**config.mk**
```make
export PLATFORM = sky130hd
export DESIGN_NAME = ccd_line_stats
export DESIGN_NICKNAME = d
export VERILOG_FILES = /design/src/rtl/ccd_stat_pkg.sv /design/src/rtl/ccd_line_accum.sv /design/src/rtl/ccd_noise_accum.sv /design/src/rtl/ccd_seq_div.sv /design/src/rtl/ccd_line_stats.sv
export SDC_FILE = /design/constraint.sdc
export NUM_CORES = 2
export LEC_CHECK = 0
export ABC_AREA = 1
export BUFFER_PORTS_ARGS = -buffer_cell sky130_fd_sc_hd__buf_4
export CAP_MARGIN = 20
export CORE_MARGIN = 2
export CORE_UTILIZATION = 55
export DETAILED_ROUTE_END_ITERATION = 7
export GPL_TIMING_DRIVEN = 0
export MAX_ROUTING_LAYER = met4
export PLACE_DENSITY = 0.71
export SYNTH_ARGS = -nofsm -noshare
export SYNTH_HDL_FRONTEND = slang
export SYNTH_HIERARCHICAL = 1
export SYNTH_SLANG_ARGS = --single-unit
```
**constraint.sdc**
```tcl
create_clock -name clk -period 36.4 [get_ports clk]
set_input_delay 10.92 -clock clk [delete_from_list [all_inputs] [get_ports clk]]
set_output_delay 10.92 -clock clk [all_outputs]
set_load 0.005 [all_outputs]
```
**src/rtl/ccd_stat_pkg.sv**
```systemverilog
// Shared types of the line statistics unit.
// Assumes: nothing beyond IEEE 1800-2017.
package ccd_stat_pkg;

    // Sequencer states: collect, judge, two divisions, publish.
    typedef enum logic [2:0] {
        ST_RUN      = 3'd0,
        ST_CLOSE    = 3'd1,
        ST_IMB_GO   = 3'd2,
        ST_IMB_WAIT = 3'd3,
        ST_LAG_GO   = 3'd4,
        ST_LAG_WAIT = 3'd5,
        ST_PUB      = 3'd6
    } stat_state_t;

endpackage

```
**src/rtl/ccd_line_accum.sv**
```systemverilog
// Per-line accumulator: odd and even sums, minimum, maximum, active count
// and the value of one chosen active pixel.
// Assumes: clear is held for one cycle between lines; the count saturates
// one above LINE_PIX so over-long lines remain detectable.
module ccd_line_accum #(
    parameter int DATA_W   = 16,
    parameter int LINE_PIX = 7400,
    parameter int SUM_W    = 29,
    parameter int CNT_W    = 13,
    parameter int IDX_W    = 13
) (
    input  logic              clk,
    input  logic              rst_n,
    input  logic              take,
    input  logic              clear,
    input  logic [DATA_W-1:0] data,
    input  logic              pix_ok,
    input  logic              odd,
    input  logic [IDX_W-1:0]  sel_idx,
    output logic [SUM_W-1:0]  sum_odd,
    output logic [SUM_W-1:0]  sum_even,
    output logic [SUM_W-1:0]  sum_all,
    output logic [DATA_W-1:0] pmin,
    output logic [DATA_W-1:0] pmax,
    output logic [CNT_W-1:0]  count,
    output logic [DATA_W-1:0] sel_val
);
    localparam logic [CNT_W-1:0] CNT_SAT = CNT_W'(LINE_PIX + 1);

    logic hit;
    assign hit     = take && pix_ok;
    assign sum_all = sum_odd + sum_even;

    // Fold each active pixel into the running line figures.
    always_ff @(posedge clk) begin
        if (!rst_n || clear) begin
            sum_odd  <= '0;
            sum_even <= '0;
            pmin     <= '1;
            pmax     <= '0;
            count    <= '0;
            sel_val  <= '0;
        end else if (hit) begin
            if (odd) sum_odd  <= sum_odd  + SUM_W'(data);
            else     sum_even <= sum_even + SUM_W'(data);
            if (data < pmin) pmin <= data;
            if (data > pmax) pmax <= data;
            if (count != CNT_SAT) count <= count + 1'b1;
            if (count == CNT_W'(sel_idx)) sel_val <= data;
        end
    end
endmodule

```
**src/rtl/ccd_noise_accum.sv**
```systemverilog
// Follows one pixel over a run of NLINES good lines and produces its mean
// and variance (mean of squares minus square of mean, both floored).
// Assumes: add pulses once per good line; full_o stays set until the next add.
module ccd_noise_accum #(
    parameter int DATA_W = 16,
    parameter int NLINES = 100
) (
    input  logic                clk,
    input  logic                rst_n,
    input  logic                add,
    input  logic [DATA_W-1:0]   sample,
    output logic [DATA_W-1:0]   mean_o,
    output logic [2*DATA_W-1:0] var_o,
    output logic                full_o
);
    localparam int LC_W   = $clog2(NLINES + 1);
    localparam int NSUM_W = DATA_W + LC_W;
    localparam int SQ_W   = 2 * DATA_W + LC_W;
    localparam logic [NSUM_W-1:0] NL_S    = NSUM_W'(NLINES);
    localparam logic [SQ_W-1:0]   NL_Q    = SQ_W'(NLINES);
    localparam logic [LC_W-1:0]   LC_LAST = LC_W'(NLINES - 1);

    logic [NSUM_W-1:0]   acc_sum, sum_n;
    logic [SQ_W-1:0]     acc_sq, sq_n;
    logic [LC_W-1:0]     lines;
    logic [2*DATA_W-1:0] sq_s, msq, qsq;
    logic [DATA_W-1:0]   mean_n;

    // Next sums and the statistics they would give if the run closed now.
    always_comb begin
        sq_s   = sample * sample;
        sum_n  = acc_sum + NSUM_W'(sample);
        sq_n   = acc_sq + SQ_W'(sq_s);
        mean_n = DATA_W'(sum_n / NL_S);
        msq    = mean_n * mean_n;
        qsq    = (2*DATA_W)'(sq_n / NL_Q);
    end

    // Accumulate one sample per good line; close the run after NLINES.
    always_ff @(posedge clk) begin
        if (!rst_n) begin
            acc_sum <= '0;
            acc_sq  <= '0;
            lines   <= '0;
            mean_o  <= '0;
            var_o   <= '0;
            full_o  <= 1'b0;
        end else if (add) begin
            if (lines == LC_LAST) begin
                acc_sum <= '0;
                acc_sq  <= '0;
                lines   <= '0;
                mean_o  <= mean_n;
                var_o   <= qsq - msq;
                full_o  <= 1'b1;
            end else begin
                acc_sum <= sum_n;
                acc_sq  <= sq_n;
                lines   <= lines + 1'b1;
                full_o  <= 1'b0;
            end
        end
    end
endmodule

```
**src/rtl/ccd_seq_div.sv**
```systemverilog
// Restoring unsigned divider, one quotient bit per cycle.
// Assumes: start only while idle; a zero divisor yields a zero quotient.
module ccd_seq_div #(
    parameter int NUM_W = 46,
    parameter int DEN_W = 29,
    parameter int Q_W   = 32
) (
    input  logic             clk,
    input  logic             rst_n,
    input  logic             start,
    input  logic [NUM_W-1:0] num,
    input  logic [DEN_W-1:0] den,
    output logic             done,
    output logic [Q_W-1:0]   quot
);
    localparam int IT_W = $clog2(NUM_W + 1);

    logic [DEN_W-1:0] rem, den_r;
    logic [NUM_W-1:0] qn;
    logic [IT_W-1:0]  iter;
    logic             den_zero;
    logic [DEN_W:0]   shifted;
    logic             fits;

    assign shifted = {rem, qn[NUM_W-1]};
    assign fits    = shifted >= {1'b0, den_r};
    assign quot    = den_zero ? '0 : qn[Q_W-1:0];

    // Shift one numerator bit into the remainder per cycle.
    always_ff @(posedge clk) begin
        if (!rst_n) begin
            rem      <= '0;
            den_r    <= '0;
            qn       <= '0;
            iter     <= '0;
            den_zero <= 1'b0;
            done     <= 1'b0;
        end else begin
            done <= 1'b0;
            if (start) begin
                rem      <= '0;
                den_r    <= den;
                qn       <= num;
                iter     <= IT_W'(NUM_W);
                den_zero <= (den == '0);
            end else if (iter != '0) begin
                rem  <= fits ? DEN_W'(shifted - {1'b0, den_r}) : shifted[DEN_W-1:0];
                qn   <= {qn[NUM_W-2:0], fits};
                iter <= iter - 1'b1;
                if (iter == IT_W'(1)) done <= 1'b1;
            end
        end
    end
endmodule

```
**src/rtl/ccd_line_stats.sv**
```systemverilog
// Line statistics unit: collects one line of tagged samples, judges its
// active pixel count, then derives mean, peak deviation, odd/even imbalance,
// lag ratio and per-pixel noise, publishing all with a one-cycle done.
// Assumes: cfg_sel_idx is static during a line; in_lit is read with the
// last sample; in_ready is low while a line is being evaluated.
module ccd_line_stats
    import ccd_stat_pkg::*;
#(
    parameter int DATA_W      = 16,
    parameter int LINE_PIX    = 7400,
    parameter int NOISE_LINES = 100,
    parameter int FRAC_W      = 16
) (
    input  logic                          clk,
    input  logic                          rst_n,
    input  logic                          in_valid,
    output logic                          in_ready,
    input  logic [DATA_W-1:0]             in_data,
    input  logic                          in_pix_ok,
    input  logic                          in_odd,
    input  logic                          in_last,
    input  logic                          in_lit,
    input  logic [$clog2(LINE_PIX)-1:0]   cfg_sel_idx,
    output logic [DATA_W-1:0]             res_avg,
    output logic [DATA_W-1:0]             res_peak,
    output logic [FRAC_W+2:0]             res_imbal,
    output logic [DATA_W+FRAC_W-1:0]      res_lag,
    output logic                          res_lag_new,
    output logic [DATA_W-1:0]             res_noise_mean,
    output logic [2*DATA_W-1:0]           res_noise_var,
    output logic                          res_noise_new,
    output logic                          res_done,
    output logic                          res_err
);
    localparam int IDX_W = $clog2(LINE_PIX);
    localparam int CNT_W = $clog2(LINE_PIX + 2);
    localparam int SUM_W = DATA_W + $clog2(LINE_PIX + 1);
    localparam int NUM_W = SUM_W + 1 + FRAC_W;
    localparam int QW    = DATA_W + FRAC_W;
    localparam int IMB_W = FRAC_W + 3;
    localparam logic [SUM_W-1:0] LP_S   = SUM_W'(LINE_PIX);
    localparam logic [CNT_W-1:0] LP_CNT = CNT_W'(LINE_PIX);

    stat_state_t state;

    logic               take, line_clear, good, noise_add;
    logic [SUM_W-1:0]   sum_odd, sum_even, sum_all;
    logic [DATA_W-1:0]  pmin, pmax, sel_val;
    logic [CNT_W-1:0]   count;
    logic [DATA_W-1:0]  avg_c, up_c, dn_c, peak_c;
    logic [SUM_W-1:0]   mag_c;

    logic               lit_cur, prev_lit, lag_hit, p_neg;
    logic [DATA_W-1:0]  prev_avg, p_avg, p_peak;
    logic [SUM_W-1:0]   p_mag, p_sum;
    logic [IMB_W-1:0]   p_imbal, imb_q;
    logic [QW-1:0]      p_lag;

    logic               div_start, div_done;
    logic [NUM_W-1:0]   div_num;
    logic [SUM_W-1:0]   div_den;
    logic [QW-1:0]      div_quot;

    logic [DATA_W-1:0]   noise_mean;
    logic [2*DATA_W-1:0] noise_var;
    logic                noise_full;

    assign in_ready   = (state == ST_RUN);
    assign take       = in_valid && in_ready;
    assign line_clear = (state == ST_CLOSE);
    assign good       = (count == LP_CNT);
    assign noise_add  = line_clear && good;

    ccd_line_accum #(
        .DATA_W(DATA_W), .LINE_PIX(LINE_PIX), .SUM_W(SUM_W),
        .CNT_W(CNT_W), .IDX_W(IDX_W)
    ) u_acc (
        .clk(clk), .rst_n(rst_n), .take(take), .clear(line_clear),
        .data(in_data), .pix_ok(in_pix_ok), .odd(in_odd), .sel_idx(cfg_sel_idx),
        .sum_odd(sum_odd), .sum_even(sum_even), .sum_all(sum_all),
        .pmin(pmin), .pmax(pmax), .count(count), .sel_val(sel_val)
    );

    ccd_noise_accum #(.DATA_W(DATA_W), .NLINES(NOISE_LINES)) u_noise (
        .clk(clk), .rst_n(rst_n), .add(noise_add), .sample(sel_val),
        .mean_o(noise_mean), .var_o(noise_var), .full_o(noise_full)
    );

    ccd_seq_div #(.NUM_W(NUM_W), .DEN_W(SUM_W), .Q_W(QW)) u_div (
        .clk(clk), .rst_n(rst_n), .start(div_start), .num(div_num),
        .den(div_den), .done(div_done), .quot(div_quot)
    );

    // Line figures derived from the closed accumulators.
    always_comb begin
        avg_c  = DATA_W'(sum_all / LP_S);
        up_c   = pmax - avg_c;
        dn_c   = avg_c - pmin;
        peak_c = (up_c > dn_c) ? up_c : dn_c;
        mag_c  = (sum_odd >= sum_even) ? (sum_odd - sum_even) : (sum_even - sum_odd);
    end

    // Divider operands: imbalance first, then the optional lag ratio.
    always_comb begin
        div_start = (state == ST_IMB_GO) || (state == ST_LAG_GO);
        if (state == ST_IMB_GO) begin
            div_num = {p_mag, 1'b0, {FRAC_W{1'b0}}};
            div_den = p_sum;
        end else begin
            div_num = {{(SUM_W + 1 - DATA_W){1'b0}}, p_avg, {FRAC_W{1'b0}}};
            div_den = {{(SUM_W - DATA_W){1'b0}}, prev_avg};
        end
        imb_q = div_quot[IMB_W-1:0];
    end

    // Sequencer: judge the line, run the divisions, publish together.
    always_ff @(posedge clk) begin
        if (!rst_n) begin
            state          <= ST_RUN;
            lit_cur        <= 1'b0;
            prev_lit       <= 1'b0;
            prev_avg       <= '0;
            lag_hit        <= 1'b0;
            p_neg          <= 1'b0;
            p_avg          <= '0;
            p_peak         <= '0;
            p_mag          <= '0;
            p_sum          <= '0;
            p_imbal        <= '0;
            p_lag          <= '0;
            res_avg        <= '0;
            res_peak       <= '0;
            res_imbal      <= '0;
            res_lag        <= '0;
            res_lag_new    <= 1'b0;
            res_noise_mean <= '0;
            res_noise_var  <= '0;
            res_noise_new  <= 1'b0;
            res_done       <= 1'b0;
            res_err        <= 1'b0;
        end else begin
            res_done      <= 1'b0;
            res_lag_new   <= 1'b0;
            res_noise_new <= 1'b0;
            case (state)
                ST_RUN: begin
                    if (take && in_last) begin
                        lit_cur <= in_lit;
                        state   <= ST_CLOSE;
                    end
                end
                ST_CLOSE: begin
                    if (good) begin
                        p_avg   <= avg_c;
                        p_peak  <= peak_c;
                        p_mag   <= mag_c;
                        p_sum   <= sum_all;
                        p_neg   <= sum_even > sum_odd;
                        lag_hit <= prev_lit && !lit_cur;
                        state   <= ST_IMB_GO;
                    end else begin
                        res_err <= 1'b1;
                        state   <= ST_RUN;
                    end
                end
                ST_IMB_GO:  state <= ST_IMB_WAIT;
                ST_IMB_WAIT: begin
                    if (div_done) begin
                        p_imbal <= p_neg ? (~imb_q + 1'b1) : imb_q;
                        state   <= lag_hit ? ST_LAG_GO : ST_PUB;
                    end
                end
                ST_LAG_GO:  state <= ST_LAG_WAIT;
                ST_LAG_WAIT: begin
                    if (div_done) begin
                        p_lag <= div_quot;
                        state <= ST_PUB;
                    end
                end
                ST_PUB: begin
                    res_avg     <= p_avg;
                    res_peak    <= p_peak;
                    res_imbal   <= p_imbal;
                    res_lag_new <= lag_hit;
                    if (lag_hit) res_lag <= p_lag;
                    res_noise_new <= noise_full;
                    if (noise_full) begin
                        res_noise_mean <= noise_mean;
                        res_noise_var  <= noise_var;
                    end
                    res_done <= 1'b1;
                    res_err  <= 1'b0;
                    prev_avg <= p_avg;
                    prev_lit <= lit_cur;
                    state    <= ST_RUN;
                end
                default: state <= ST_RUN;
            endcase
        end
    end
endmodule

```
* Word level (Yosys, flattened, before mapping)
Cells that the tools add are included.
** Storage, ports and cells
- Bits in registers :: 632
- Bits of input ports :: 36
- Output and inout bits :: 136
- Word-level logic and storage cells :: 142
** Cells by class
- Add/subtract/negate cells :: 15
- Multiply operators :: 2
- Div/mod/pow operators :: 3
- Magnitude comparators :: 6
- Equal/unequal tests :: 15
- Muxes and demuxes :: 25
- Bitwise logic cells :: 4
- Reductions and logical operators :: 32
** Operators with widths (number)
- two-way mux 46 bit :: 3
- two-way mux 29 bit :: 3
- subtractor 29 bit :: 3
- multiplier 16 x 16 -> 32 bit :: 2
- adder 29 x 16 -> 29 bit :: 2
- adder 39 x 32 -> 39 bit :: 1
- divider 39 x 7 -> 39 bit (second input constant) :: 1
- two-way mux 39 bit :: 1
- greater-than comparator 16 bit :: 2
- two-way mux 32 bit :: 1
- subtractor 16 bit :: 2
- subtractor 32 bit :: 1
- >= comparator 30 x 29 -> 1 bit :: 1
- AND reduction 2 bit :: 15
- adder 29 bit :: 1
- divider 29 x 13 -> 29 bit (second input constant) :: 1
- >= comparator 29 bit :: 1
- greater-than comparator 29 bit :: 1
- logical NOT 29 bit :: 1
- adder 23 x 16 -> 23 bit :: 1
- divider 23 x 7 -> 23 bit (second input constant) :: 1
- two-way mux 23 bit :: 1
- adder 19 x 1 -> 19 bit (second input constant) :: 1
- two-way mux 19 bit :: 1
- other kinds (33) :: 54

* Depth between registers and ports, before layout
- Word-level depth :: 5
- Mapped depth :: 225
- Depth with buffers taken out :: 224

* By module
The synthesis kept the hierarchy.
** By module, submodules not included
- ccd_noise_accum :: instances 1, cells each 4205, area an instance 29852.4 um^2, sequential area each 2362.3 um^2
- ccd_line_stats :: instances 1, cells each 3252, area an instance 21210.3 um^2, sequential area each 5665.4 um^2
- ccd_line_accum :: instances 1, cells each 1779, area an instance 10462.5 um^2, sequential area each 2382.3 um^2
- ccd_seq_div :: instances 1, cells each 1173, area an instance 7240.7 um^2, sequential area each 2242.2 um^2

* Worst setup path before layout
No wires, ideal clock.
- Path kind :: reg-to-reg
- Start point :: register u_acc.sel_val[1]
- End point :: register u_noise.var_o[24]
- Setup time :: 0.069 ns
- Data arrival time :: 21.286 ns
- Setup slack :: 15.045 ns
- Stages on the path, launching flop included :: 190
- Path buffers :: 2
- Period minus slack after synthesis :: 21.355 ns
- Cells stage by stage :: dfxtp_1 clkbuf_1 clkbuf_1 nand2_1 fa_1 inv_1 fa_1 fa_1 fa_1 fa_1 inv_1 fa_1 inv_1 ha_1 nand2_1 nand2_1 o21bai_1 a21oi_1 [... 154 more ...] fa_1 inv_1 ha_1 nand2_2 nand2_1 nand2_1 nand2_1 nand2_1 nand2_1 a21oi_2 o21bai_2 nand3_1 nand2_1 a21oi_1 o21bai_1 nand2_1 nand2_1 o21ai_1
** Between the ends
- Longest elaborated chain between the ends :: 4
- Elaborated cells on any way between the ends :: 7
** RTL lines
- start, declared :: line ccd_line_accum.sv:26 : output logic [DATA_W-1:0] sel_val
- start signal, assigned :: line ccd_line_accum.sv:49 : if (count == CNT_W'(sel_idx)) sel_val <= data;
- multiplier 16 x 16 -> 32 bit / adder 23 x 16 -> 23 bit (equally long branches) :: line ccd_noise_accum.sv:31, ccd_noise_accum.sv:32
- adder 39 x 32 -> 39 bit / divider 23 x 7 -> 23 bit (equally long branches) :: line ccd_noise_accum.sv:33, ccd_noise_accum.sv:34
- divider 39 x 7 -> 39 bit / multiplier 16 x 16 -> 32 bit (equally long branches) :: line ccd_noise_accum.sv:36, ccd_noise_accum.sv:35
- subtractor 32 bit (*) :: line ccd_noise_accum.sv:54 : var_o <= qsq - msq;
- end signal, assigned :: line ccd_noise_accum.sv:54
- end, declared :: line ccd_noise_accum.sv:13 : output logic [2*DATA_W-1:0] var_o,
Every way passes the cells marked *; elsewhere a longest branch is shown, timed or not.
A chain may end at the register's enable or synchronous reset.

* Worst setup path in the final report
- Start point :: register u_acc.sel_val[13]
- End point :: register u_noise.var_o[31]
The elaborated chain is that of the path after synthesis.

==> results.md <==
* Status: finished clean
* Number of hold buffers added after cts at 0
* Final #Nets at 11600
* CP Capture Type: register
* Worst reg-to-reg path cell count at approximately 180
* Die height at between 300 and 400 um
* DRT Wirelength at ~220 mm
* Worst Path Arrival at 26450 ps
* Share of layout cells above drive strength 1 at 0.103
* Router iterations before antenna repair at 7
* RSZ-0062 raised after global routing: false
* Max-cap violations at 0
* Synth warnings at 6
* Drt drc at 0
* Synthesized area at roughly 69000 um^2
* FFs w/ async S/R, synth at 0
* Min Tclk post-route at 25890 ps
* Lkg Pwr at approximately 0.038 uW
* Cells after synthesis at 10400
* First-pass GRT wire length at ~340 mm
* CTS Buf Count at 75
* R2R setup slack at ~11000 ps
* Starting DRC count in detailed routing at just over 6000
* Syn_area_per_cell at between 6 and 7 um^2
* Dpl hpwl at around 180 mm
* Least-Margin Pin Slew at about 1200 ps
* CTS tree: built
* Setup violators final at 0
* Worst slew margin at 0.189
* Max Slew Vio Count at 0
* Gpl congestion at roughly 1
* Yosys cell types at 91
* WL/cell at 17.8 um
* Via count at between 60000 and 70000
* CP Max Fanout at 10
* Remaining global-route overflow at 0
* Syn-to-layout area delta at 8.57%
* Clk_skew at approximately 44 ps
* Largest net degree at the start of global routing at 17
* Total GRT Usage at 0.352
* CP max stage delay at 660 ps
* Core Area at between 100000 and 150000 um^2
* Clk buf depth at 3
* Slowest cell on crit path: dfxtp_1
* Setup CP Type: reg -> reg
* Antenna violations before repair at 5
* Hold Fails Final Rpt at 0
* Final period utilization at 0.711
* Setup TNS at 0 ps
* Setup crit start kind: register
* Post-route insts no fill at roughly 12000
* Hold depth at 2
* Post-CTS setup buffer count at 0
* Critical Path Source: u_acc/sel_val[13]
* Port bufs at approximately 170
* H-tree depth at 3
* Clk sinks at approximately 630
* Remaining antenna violation count at 0
* Clk_lat worst skew at approximately 700 ps
* Vias per inst at around 5.4
* Filler Cells Inserted at 12000
* Vias in the first global route at 63200
* Peak VDD IR at between 30 and 40 uV
* Starting density of the core at 0.555
* Clk root buf: clkbuf_16
* Max Freq at about 39 MHz
* R2R Path Start: u_acc/sel_val[13]
* CP endpoint: u_noise/var_o[31]
* Worst hold path type: reg -> reg
* Full die area at between 100000 and 150000 um^2
* Post-synth EDFFs at 0
* Total power at around 2400 uW
* Dpl cells at roughly 12000
* Seq/Total Area, Yosys at 0.184
* Crit path top cell by count: nand2_4
* Worst-path clk slew at approximately 60 ps
* RR Endpoint: u_noise/var_o[31]
* CP Data Required Time at 36950 ps
* Die Wd at between 300 and 400 um
* Pwr dens at 32.1 nW/um^2
* Top FF cell, synth: dfxtp_1
* Site row count at 129
* #FFs+latches synth at about 630
* Resized Gates After CTS at 0
* IO Pins at 172
==> worst max-delay path, delay by kind of cell, from the launching register on <==
kind	cells	cell delay [ps]
xor gates and xnor gates	1	410
and+or+nand+nor	143	15590
AOI/OAI and AO/OA	10	2000
buffers and inverters	10	1680
DFF	1	660
adders and majority gates	12	5310
==> per-stage QoR <==
stage          hold slack [ps]  utilization  area (um^2)  setup slack, ps
2_1_floorplan              425            -        68800            15050
5_1_grt                    470        0.602        74700             8500
6_report                   453        0.602        74700            10510
4_1_cts                    455        0.602        74700            10740
3_5_place_dp               441        0.582        72200            10850
3_3_place_gp               441        0.582        72200            11440
==> layer usage <==
layer,wire length [um],track usage
met5,0,-
met4,7370,0.109
met3,17300,0.0463
met2,94000,0.532
met1,101000,0.487
==> cells by family (layout without fill, tap and decap cells) <==
| kind of cell | Yosys count | count (layout) | synth area share |
|---|---|---|---|
| and+or+nand+nor | 4825 | 4825 | 0.326 |
| buffers and inverters | 2288 | 2594 | 0.131 |
| adders and majority gates | 857 | 857 | 0.200 |
| AOI/OAI and AO/OA | 1544 | 1544 | 0.125 |
| muxes | 4 | 4 | 0.000619 |
| other | 1 | 17 | 0.0000545 |
| DFF | 632 | 632 | 0.184 |
| xor gates and xnor gates | 258 | 258 | 0.0335 |
==> registers in the layout, summed over array words and instances, names as in the netlist, 19 cells and up <==
register,flops
p_mag,29
res_noise_var,32
p_lag,32
u_div/qn,46
res_imbal,19
p_sum,29
p_imbal,19
u_acc/sum_even,29
u_acc/sum_odd,29
u_div/den_r,29
u_div/rem,29
u_noise/acc_sum,23
res_lag,32
u_noise/var_o,32
u_noise/acc_sq,39
==> layout by cell type, fill, tap and decap left out, types with 29 or more instances in the layout <==
master        n
nand2_1    2470
inv_1      1839
nor2_1      880
a21oi_1     697
nand3_1     663
dfxtp_1     632
o21ai_0     468
ha_1        454
fa_1        403
clkbuf_1    231
nand2_2     227
xor2_1      188
buf_4       179
inv_2       131
nand2_4     122
nand4_1     105
o21ai_1      82
clkbuf_16    75
nor3_1       71
xnor2_1      66
nor2_2       61
nand3_2      51
o21bai_1     47
o211ai_1     47
nor2_4       41
nand3b_1     30
buf_6        29
==> Yosys cell counts, drive strengths merged (48+ instances only) <==
cell       n  area share
nand2   2822        0.18
inv     1976        0.11
nor2     985       0.061
nand3    725       0.058
a21oi    706       0.052
dfxtp    632        0.18
o21ai    560       0.041
ha       454       0.083
fa       403        0.12
clkbuf   216       0.012
xor2     191       0.025
nand4    133       0.015
buf       73      0.0085
nor3      72      0.0054
xnor2     67      0.0086
o21bai    48      0.0053
==> report_power, final <==
group	internal, uW	switching [uW]	leakage (uW)
clock	443	324	0.00121
combinational	275	612	0.0319
sequential	718	22.6	0.00511
==> layout make-up <==
class	instances	area [um^2]	share of cell area
Buffer	289	1400	0.0187
Inverter	1999	7620	0.102
Timing Repair Buffer	174	1310	0.0175
Clock buffer	99	2050	0.0274
Sequential cell	632	12700	0.169
Antenna cell	1	2.50	0.0000335
Multi-Input combinational cell	7504	47200	0.632
Tap cell	1637	2050	0.0274
Clock inverter	33	427	0.00571
==> worst min-delay path by stage <==
stage	start	endpoint	slack [ps]
after floorplan	p_sum[0]	p_sum[0]	420
after global placement	p_imbal[18]	res_imbal[18]	440
after detailed placement	u_noise/var_o[22]	u_noise/var_o[22]	440
after CTS	p_imbal[18]	res_imbal[18]	450
after global routing	u_noise/var_o[22]	u_noise/var_o[22]	470
final	p_imbal[18]	res_imbal[18]	450
(Power assumes the default switching activity.)
